===== config.mk =====
export PLATFORM = sky130hd
export DESIGN_NAME = attr_color_pipe
export DESIGN_NICKNAME = d
export VERILOG_FILES = /design/src/rtl/acp_pkg.sv /design/src/rtl/acp_resolve.sv /design/src/rtl/acp_pan_line.sv /design/src/rtl/acp_index_form.sv /design/src/rtl/attr_color_pipe.sv
export SDC_FILE = /design/constraint.sdc
export NUM_CORES = 1
export LEC_CHECK = 0
export BUFFER_PORTS_ARGS = -buffer_cell sky130_fd_sc_hd__buf_2
export CORE_MARGIN = 1
export CORE_UTILIZATION = 60
export CTS_CLUSTER_SIZE = 25
export DETAILED_ROUTE_END_ITERATION = 12
export PLACE_DENSITY = 0.79
export SLEW_MARGIN = 20
export SYNTH_ARGS = -nofsm -noshare
export SYNTH_HDL_FRONTEND = slang
export SYNTH_SLANG_ARGS = --single-unit
export TNS_END_PERCENT = 1

===== constraint.sdc =====
create_clock -name clk -period 5.4 [get_ports clk]
set_clock_uncertainty 0.05 [all_clocks]
set_input_delay 0.27 -clock clk [delete_from_list [all_inputs] [get_ports clk]]
set_output_delay 0.27 -clock clk [all_outputs]
set_load 0.02 [all_outputs]

===== src/rtl/acp_pkg.sv =====
// Shared widths, mode encoding and the pixel record that travels down
// the pipeline. Assumes 4-bit pixel values and an index of two nibbles.
package acp_pkg;
    localparam int NIB_W     = 4;
    localparam int IDX_W     = 2 * NIB_W;
    localparam int LUT_DEPTH = 1 << NIB_W;

    typedef enum logic [1:0] {
        MODE_TEXT    = 2'd0,
        MODE_PLANAR  = 2'd1,
        MODE_PAIR    = 2'd2,
        MODE_DIRECT  = 2'd3
    } acp_mode_e;

    typedef struct packed {
        logic             vld;
        logic [NIB_W-1:0] nib;
        logic [IDX_W-1:0] raw;
    } acp_pix_t;
endpackage


===== src/rtl/acp_resolve.sv =====
// Stage 1: forms the 4-bit lookup selector for each pixel. In text mode
// it chooses the foreground or background attribute nibble from the glyph,
// underline, cursor and blink inputs. In the other modes it forwards the
// pixel nibble. The raw byte is always carried for direct mode.
// Assumes the configuration inputs are stable while pixels flow.
module acp_resolve
    import acp_pkg::*;
(
    input  logic             clk,
    input  logic             rst_n,
    input  acp_mode_e        mode,
    input  logic             blink_en,
    input  logic             blink_phase,
    input  logic             cursor_phase,
    input  logic             in_valid,
    input  logic [NIB_W-1:0] pix_nib,
    input  logic [IDX_W-1:0] pix_raw,
    input  logic             glyph_bit,
    input  logic [IDX_W-1:0] attr_code,
    input  logic             underline,
    input  logic             cursor_hit,
    output acp_pix_t         pix_q
);
    logic             show_fg;
    logic [NIB_W-1:0] fg_nib;
    logic [NIB_W-1:0] bg_nib;
    acp_pix_t         pix_d;

    // Picks the nibble to be looked up for the current pixel.
    always_comb begin
        fg_nib  = attr_code[NIB_W-1:0];
        bg_nib  = blink_en ? {1'b0, attr_code[IDX_W-2:NIB_W]}
                           : attr_code[IDX_W-1:NIB_W];
        show_fg = (glyph_bit | underline) ^ (cursor_hit & cursor_phase);
        if (blink_en && attr_code[IDX_W-1] && !blink_phase) begin
            show_fg = 1'b0;
        end
        pix_d.vld = in_valid;
        pix_d.raw = pix_raw;
        pix_d.nib = (mode == MODE_TEXT) ? (show_fg ? fg_nib : bg_nib) : pix_nib;
    end

    // Registers the resolved pixel.
    always_ff @(posedge clk) begin
        if (!rst_n) begin
            pix_q <= '0;
        end else begin
            pix_q <= pix_d;
        end
    end

    AST_BLINK_HIDES: assert property (@(posedge clk) disable iff (!rst_n)
        (in_valid && mode == MODE_TEXT && blink_en && attr_code[IDX_W-1] && !blink_phase)
        |=> (pix_q.nib == {1'b0, $past(attr_code[IDX_W-2:NIB_W])}))
        else $error("blink off phase did not show background");

    AST_UNDERLINE_FG: assert property (@(posedge clk) disable iff (!rst_n)
        (in_valid && mode == MODE_TEXT && underline && !cursor_hit && !blink_en)
        |=> (pix_q.nib == $past(attr_code[NIB_W-1:0])))
        else $error("underline pixel not foreground");
endmodule


===== src/rtl/acp_pan_line.sv =====
// Panning delay: keeps the last DEPTH-1 pixel records and selects the one
// that lies 'pan' clocks back; pan = 0 passes the current record through.
// Assumes pan is changed only when a glitch in the stream is acceptable.
module acp_pan_line
    import acp_pkg::*;
#(
    parameter int PAN_W = 3
) (
    input  logic             clk,
    input  logic             rst_n,
    input  logic [PAN_W-1:0] pan,
    input  acp_pix_t         din,
    output acp_pix_t         dout
);
    localparam int DEPTH = 1 << PAN_W;

    acp_pix_t hist [DEPTH-1];
    acp_pix_t taps [DEPTH];

    assign taps[0] = din;

    for (genvar k = 0; k < DEPTH - 1; k++) begin : g_hist
        // Shifts one record per clock into history slot k.
        always_ff @(posedge clk) begin
            if (!rst_n) begin
                hist[k] <= '0;
            end else if (k == 0) begin
                hist[k] <= din;
            end else begin
                hist[k] <= hist[(k == 0) ? 0 : k - 1];
            end
        end
        assign taps[k + 1] = hist[k];
    end

    assign dout = taps[pan];
endmodule


===== src/rtl/acp_index_form.sv =====
// Stage 2: holds the sixteen lookup entries and forms the palette index for
// each mode: high bits above the entry, two entry nibbles paired, or the raw
// byte. A write lands at the clock edge; a lookup at that same edge sees the
// old entry. Assumes LUT_W >= NIB_W and LUT_W < IDX_W.
module acp_index_form
    import acp_pkg::*;
#(
    parameter int LUT_W = 6
) (
    input  logic                   clk,
    input  logic                   rst_n,
    input  acp_mode_e              mode,
    input  logic [IDX_W-LUT_W-1:0] hi_bits,
    input  acp_pix_t               pix,
    input  logic                   lut_we,
    input  logic [NIB_W-1:0]       lut_waddr,
    input  logic [LUT_W-1:0]       lut_wdata,
    output logic                   out_valid,
    output logic [IDX_W-1:0]       out_index
);
    logic [LUT_W-1:0] lut_q [LUT_DEPTH];
    logic [LUT_W-1:0] look;
    logic             pair_phase;
    logic [NIB_W-1:0] pair_hold;
    logic             nxt_valid;
    logic [IDX_W-1:0] nxt_index;
    logic             nxt_phase;
    logic [NIB_W-1:0] nxt_hold;

    for (genvar e = 0; e < LUT_DEPTH; e++) begin : g_lut
        // Stores lookup entry e from the write port.
        always_ff @(posedge clk) begin
            if (!rst_n) begin
                lut_q[e] <= '0;
            end else if (lut_we && lut_waddr == NIB_W'(e)) begin
                lut_q[e] <= lut_wdata;
            end
        end
    end

    // Computes the next output and pairing state for the incoming pixel.
    always_comb begin
        look      = lut_q[pix.nib];
        nxt_valid = 1'b0;
        nxt_index = out_index;
        nxt_phase = pair_phase;
        nxt_hold  = pair_hold;
        unique case (mode)
            MODE_TEXT, MODE_PLANAR: begin
                nxt_phase = 1'b0;
                if (pix.vld) begin
                    nxt_valid = 1'b1;
                    nxt_index = {hi_bits, look};
                end
            end
            MODE_PAIR: begin
                if (pix.vld) begin
                    if (!pair_phase) begin
                        nxt_hold  = look[NIB_W-1:0];
                        nxt_phase = 1'b1;
                    end else begin
                        nxt_valid = 1'b1;
                        nxt_index = {pair_hold, look[NIB_W-1:0]};
                        nxt_phase = 1'b0;
                    end
                end
            end
            MODE_DIRECT: begin
                nxt_phase = 1'b0;
                if (pix.vld) begin
                    nxt_valid = 1'b1;
                    nxt_index = pix.raw;
                end
            end
        endcase
    end

    // Registers the output and the pairing state.
    always_ff @(posedge clk) begin
        if (!rst_n) begin
            out_valid  <= 1'b0;
            out_index  <= '0;
            pair_phase <= 1'b0;
            pair_hold  <= '0;
        end else begin
            out_valid  <= nxt_valid;
            out_index  <= nxt_index;
            pair_phase <= nxt_phase;
            pair_hold  <= nxt_hold;
        end
    end

    AST_LUT_WRITE: assert property (@(posedge clk) disable iff (!rst_n)
        lut_we |=> (lut_q[$past(lut_waddr)] == $past(lut_wdata)))
        else $error("lookup entry not written");

    AST_HI_BITS: assert property (@(posedge clk) disable iff (!rst_n)
        (pix.vld && (mode == MODE_TEXT || mode == MODE_PLANAR))
        |=> (out_index[IDX_W-1:LUT_W] == $past(hi_bits)))
        else $error("high index bits wrong");

    AST_PAIR_ALTERNATES: assert property (@(posedge clk) disable iff (!rst_n)
        (mode == MODE_PAIR && out_valid) |=> !out_valid)
        else $error("paired mode gave back-to-back outputs");

    AST_IDLE_QUIET: assert property (@(posedge clk) disable iff (!rst_n)
        !pix.vld |=> !out_valid)
        else $error("output without pixel");
endmodule


===== src/rtl/attr_color_pipe.sv =====
// Top: attribute resolve -> panning delay -> lookup and index formation.
// Latency is 2 + pan clocks from input to output. Assumes mode, hi_bits,
// pan and blink_en are held steady while a stream is in flight.
module attr_color_pipe
    import acp_pkg::*;
#(
    parameter int LUT_W = 6,
    parameter int PAN_W = 3
) (
    input  logic                   clk,
    input  logic                   rst_n,
    input  logic [1:0]             mode,
    input  logic [IDX_W-LUT_W-1:0] hi_bits,
    input  logic [PAN_W-1:0]       pan,
    input  logic                   blink_en,
    input  logic                   blink_phase,
    input  logic                   cursor_phase,
    input  logic                   lut_we,
    input  logic [NIB_W-1:0]       lut_waddr,
    input  logic [LUT_W-1:0]       lut_wdata,
    input  logic                   in_valid,
    input  logic [NIB_W-1:0]       pix_nib,
    input  logic [IDX_W-1:0]       pix_raw,
    input  logic                   glyph_bit,
    input  logic [IDX_W-1:0]       attr_code,
    input  logic                   underline,
    input  logic                   cursor_hit,
    output logic                   out_valid,
    output logic [IDX_W-1:0]       out_index
);
    acp_mode_e mode_e;
    acp_pix_t  res_pix;
    acp_pix_t  pan_pix;

    assign mode_e = acp_mode_e'(mode);

    acp_resolve u_resolve (
        .clk          (clk),
        .rst_n        (rst_n),
        .mode         (mode_e),
        .blink_en     (blink_en),
        .blink_phase  (blink_phase),
        .cursor_phase (cursor_phase),
        .in_valid     (in_valid),
        .pix_nib      (pix_nib),
        .pix_raw      (pix_raw),
        .glyph_bit    (glyph_bit),
        .attr_code    (attr_code),
        .underline    (underline),
        .cursor_hit   (cursor_hit),
        .pix_q        (res_pix)
    );

    acp_pan_line #(.PAN_W(PAN_W)) u_pan (
        .clk   (clk),
        .rst_n (rst_n),
        .pan   (pan),
        .din   (res_pix),
        .dout  (pan_pix)
    );

    acp_index_form #(.LUT_W(LUT_W)) u_index (
        .clk       (clk),
        .rst_n     (rst_n),
        .mode      (mode_e),
        .hi_bits   (hi_bits),
        .pix       (pan_pix),
        .lut_we    (lut_we),
        .lut_waddr (lut_waddr),
        .lut_wdata (lut_wdata),
        .out_valid (out_valid),
        .out_index (out_index)
    );
endmodule


== Yosys cells after proc, flatten, opt, wreduce, memory -nomap -nowiden ==
Memories as Yosys holds them, arrays and structs flattened.
Index checks and enable logic that the tools add are counted.

* Order comparisons: 1
* Eq/ne operators: 22
* Muxes and demuxes: 92
* Bitwise logic cells: 28
* Reductions and logical operators: 25

{| class="wikitable"
|+ Operator list
! operator !! number
|-
| 13-bit 2-to-1 mux || 9
|-
| 6-bit 2-to-1 mux || 16
|-
| 1-bit 2-to-1 mux || 56
|-
| 13-bit binary-select mux with 3-bit select || 1
|-
| 4-bit == test, second input constant || 8
|-
| 8-bit 2-to-1 mux || 4
|-
| 1-bit OR || 24
|-
| 8-bit one-hot mux with 3 select lines || 1
|-
| 1-bit logical AND || 18
|-
| 4-bit by 3-bit == test with 1-bit output, second input constant || 4
|-
| 4-bit 2-to-1 mux || 3
|-
| 4-bit by 2-bit == test with 1-bit output, second input constant || 2
|-
| 2-bit != test, second input constant || 3
|-
| 2-bit == test, second input constant || 2
|-
| 4-bit by 1-bit == test with 1-bit output, second input constant || 1
|-
| 4-bit greater-or-equal comparator, second input constant || 1
|-
| 4-bit zero test || 1
|-
| 3-bit NOT with 4-bit output || 1
|-
| 1-bit one-hot mux with 2 select lines || 2
|-
| 4-bit AND reduction || 1
|-
| 3-bit AND reduction || 1
|-
| 3-bit OR reduction || 1
|-
| 2-bit by 1-bit == test with 1-bit output, second input constant || 1
|-
| 2-bit zero test || 1
|-
| 6 further kinds || 6
|}

* Register bits after elaboration: 27
* Memory bits (writable): 187
* Input bits: 47
* Output and inout port bits: 9
* Logic and storage cells: 177
* Memories: 2

{| class="wikitable"
|+ Memories
! memory !! depth !! bits a word !! rd ports !! clocked after memory_dff !! write ports !! RTL line !! text
|-
| u_index.lut_q || 16 || 6 || 1 || 0 || 16 || acp_index_form.sv:21 || <nowiki>logic [LUT_W-1:0] lut_q [LUT_DEPTH];</nowiki>
|-
| u_pan.hist || 7 || 13 || 7 || 0 || 7 || acp_pan_line.sv:17 || <nowiki>acp_pix_t hist [DEPTH-1];</nowiki>
|}

== Logic depth before layout (Yosys ltp) ==
An unclocked memory read counts as a cell.

* Depth after elaboration: 8
* Depth in mapped cells: 9
* Mapped depth without buffers: 6

== Hierarchy ==
Synthesis repeated with hierarchy kept, for this count alone.

* Cells, all modules: 665
* Area total of the unflattened synthesis: 8,956.1 µm²

{| class="wikitable"
|+ By module, submodules not included
! module !! instances !! cells each !! area an instance (µm²) !! seq. area each (µm²)
|-
| acp_index_form || 1 || 378 || 5,153.7 || 3,163.0
|-
| acp_pan_line || 1 || 238 || 3,301.9 || 1,821.7
|-
| acp_resolve || 1 || 49 || 500.5 || 260.2
|}

== Worst setup path before layout ==
No wires, ideal clock.

* Kind: input port to flip-flop
* Start point: in pan[0]
* End point: reg u_index.out_index[3]
* Setup time: 119 ps
* Data arrival time: 2,253 ps
* Data required time: 5,231 ps
* Setup slack: 2,978 ps
* Stages: 8
* Buffers on the path: 2
* Cells stage by stage: buf_6 mux2_4 mux4_2 buf_2 mux4_2 mux2i_1 o22ai_1 o221a_1

* Word-level cells in the longest chain between the ends: 8
* Elaborated cells on any way between the ends: 14
* Those cells by class: eq/ne (3); mux (8); bitwise (1); reduce/logical (1); memory (1)

{| class="wikitable"
|+ Ends and longest elaborated chain
! what !! RTL line !! text
|-
| from (decl) || attr_color_pipe.sv:14 || <nowiki>input logic [PAN_W-1:0] pan,</nowiki>
|-
| 3-bit NOT with 4-bit output (not written as such) * || acp_pan_line.sv:36 || <nowiki>assign dout = taps[pan];</nowiki>
|-
| 13-bit binary-select mux with 3-bit select * || acp_pan_line.sv:36 ||
|-
| 13-bit 2-to-1 mux (not written as such) * (2 in series) || acp_pan_line.sv:36 ||
|-
| memory read 16 x 6 bit || n/a ||
|-
| 8-bit 2-to-1 mux || acp_index_form.sv:58 || <nowiki>if (!pair_phase) begin</nowiki>
|-
| 8-bit 2-to-1 mux || acp_index_form.sv:57 || <nowiki>if (pix.vld) begin</nowiki>
|-
| 8-bit one-hot mux with 3 select lines || acp_index_form.sv:48 || <nowiki>unique case (mode)</nowiki>
|-
| to (signal assigned) || acp_index_form.sv:87 || <nowiki>out_index <= nxt_index;</nowiki>
|-
| to (decl) || acp_index_form.sv:19 || <nowiki>output logic [IDX_W-1:0] out_index</nowiki>
|}

Mark *: on every way between the ends. The rest lies on a longest branch, timed or not. The select of a mux whose other input is x is not followed.
A chain may end at the register's enable or synchronous reset.

== Worst setup path after layout ==
* Start point: in pan[0]
* End point: reg u_index.out_index[0]

The elaborated chain is that of the path after synthesis.

==> flow_summary.json <==
{
  "track_usage": 0.2569,
  "antenna_found_initial": 1,
  "synth_ff_type": "dfxtp_1",
  "insertion_delay_ns": 0.50,
  "die_h_um": 123.8,
  "dr.pass1.iters": 5,
  "synth_most_common_cell": "and2_1",
  "post-place-ws_ns": 1.945,
  "routedWlPerCell_um": 19.75,
  "whs_path_depth": 3,
  "cts_tree": "done",
  "numClockSinks": 214,
  "synth_area_leaders": "edfxtp_1, dfxtp_1, and2_1",
  "wl_mm": 18.62,
  "multi_input_area_um2": 3491,
  "netlist_area_um2": 8904,
  "die_area_um2": 15330,
  "synth-edff-count": 96,
  "fin_nets": 790,
  "min_path_type": "in -> reg",
  "setup_viol": 0,
  "dp_hpwl_mm": 12.50,
  "seq_area_um2": 5245,
  "powerDensity_nw_per_um2": 344.6,
  "cts_setup_buffers": 0,
  "postCtsHoldBufs": 12,
  "drive_gt1_frac": 0.1900,
  "async_flop_share": 0,
  "timing.final.hold_violations": 0,
  "pin_count": 56,
  "grt_pass1_wl_mm": 29.28,
  "drc": 0,
  "die_w_um": 123.8,
  "dr_total_vias": 5434,
  "fmaxAchievable_mhz": 347.2,
  "grt_pass1_vias": 5590,
  "start_util": 0.6149,
  "syn_inst": 688,
  "end_kind": "flip-flop",
  "overflow": 0,
  "worst_pin_slew_ns": 1.138,
  "grt_max_degree": 80,
  "synth_cell_types": 39,
  "critPathArrivalTime_ns": 3.22,
  "cts_buffer_depth": 3,
  "core_region_area_um2": 14480,
  "r2r_cells": 6,
  "tns_ns": 0,
  "power_uw": 3482,
  "globalplace.congestion": 0.8503,
  "synth_top_area_frac": 0.3238,
  "syn_area_per_cell_um2": 12.94,
  "peakVddDrop_mv": 0.2550,
  "syn_to_final_growth_pct": 13.48,
  "fin_area_um2": 10100,
  "rsz0062_at_grt": "no",
  "min_period_ns": 2.880,
  "cts_resized": 0,
  "cap_violations": 0,
  "ctsRootBufferMaster": "clkbuf_16",
  "maxSlewHeadroom": 0.2388,
  "critPathMaxFanout": 31,
  "synth_nets": 735,
  "wl_met1_mm": 7.755,
  "num-fill-cells": 1027,
  "report.final.slew_viol_count": 0,
  "placementRows": 44,
  "h-tree-depth": 1,
  "yosysSeqAreaShare": 0.5891,
  "highest_layer": "met4",
  "start_kind": "primary input",
  "placed_area_um2": 9260,
  "drt-initial-drc-count": 375,
  "criticalPathCategory": "in -> reg",
  "ys_ff_latch": 214,
  "yosysWarnings": 0,
  "setup_ws_ns": 2.520,
  "route.met3.wl_mm": 1.028,
  "port_buffers": 55,
  "viasPerCell": 5.762,
  "cts_buffers": 22,
  "ys_top_cells_by_count": "and2_1, dfxtp_1, edfxtp_1",
  "cellLeakagePower_uw": 0.003962,
  "period_share": 0.5334,
  "detail-route-antenna-nets": 0,
  "wl_met2_mm": 9.030,
  "clk_pin_slew_ns": 0.06,
  "synth_largest_area_cell": "edfxtp_1",
  "critical_path_required_ns": 5.74,
  "status": "finished, final reports clean"
}
-- placed cells by master, fill, tap and decap left out, drive strengths merged, types with 4 or more instances in the layout --
| cell | netlist | layout |
|---|---|---|
| a21oi | 4 | 4 |
| and2 | 200 | 200 |
| buf | 10 | 58 |
| clkbuf | 29 | 33 |
| clkinv | 0 | 4 |
| dfxtp | 118 | 118 |
| dlygate4sd3 | 0 | 12 |
| edfxtp | 96 | 96 |
| mux2 | 16 | 16 |
| mux2i | 50 | 50 |
| mux4 | 36 | 36 |
| nand2 | 19 | 19 |
| nand3 | 7 | 7 |
| nand3b | 4 | 4 |
| nor2 | 27 | 27 |
| nor2b | 4 | 4 |
| o211a | 5 | 5 |
| o21a | 4 | 4 |
| o21ai | 26 | 26 |
| o221a | 4 | 4 |
| o22ai | 4 | 4 |
-- power by group --
part,internal [µW],total (µW),switching (µW)
clock,869,1460,593
sequential,1760,1790,29.7
combinational,103,234,131
-- final timing paths --
path | from | to | slack (ns)
worst max-delay path | pan[0] | u_index.out_index[0] | 2.52
worst min-delay path | pix_nib[3] | u_resolve.pix_q[11] | 0.02
worst max register to register | u_pan.hist[1][21] | u_index.out_index[0] | 2.63
worst min register to register | u_pan.hist[0][34] | u_pan.hist[0][47] | 0.40
-- metal layers --
layer | global-route usage | vias up
met3 | 0.04670 | 54
met4 | 0.1175 | 0
li1 | - | 2545
met5 | 0 | -
met2 | 0.4302 | 174
met1 | 0.3248 | 2661
-- cell type report --
cell class              count  area share
well taps                 184     0.02279
clock buffers              33     0.06365
flip-flops and latches    214      0.5191
repair buffers             70     0.04260
inverters                   1   0.0003715
multi-input cells         434      0.3455
diodes                      1   0.0002477
clock inverters             6    0.005697
-- stage by stage --
step / instances / hold slack [ns] / util
2_1_floorplan: 688 / 0.3473 / -
3_3_place_gp: 890 / 0.3805 / 0.6396
3_5_place_dp: 890 / 0.3893 / 0.6396
4_1_cts: 941 / 0.008305 / 0.6963
5_1_grt: 942 / 0.05046 / 0.6976
6_report: 943 / 0.01524 / 0.6978
-- critical path, stage by stage --
cell     delay [ns]
buf_2          0.07
buf_4          0.44
mux2_2         0.40
mux4_2         0.83
mux4_2         0.58
mux2i_1        0.27
o22ai_1        0.12
o221a_1        0.21
-- cells by family after synthesis --
kind of cell	Yosys count	synth area share
simple gates	269	0.1759
flops	214	0.5891
mux	102	0.1679
compound gates	61	0.04623
buf+inv	40	0.01883
xor+xnor	2	0.001968
-- sequential cells by signal, indices dropped and copies added (netlist names) --
| signal | count |
|---|---|
| u_index.lut_q | 96 |
| u_pan.hist | 91 |
| u_resolve.pix_q | 13 |
| u_index.out_index | 8 |
| u_index.pair_hold | 4 |
| u_index.out_valid | 1 |
| u_index.pair_phase | 1 |
Power figures use the tool's default switching activity.
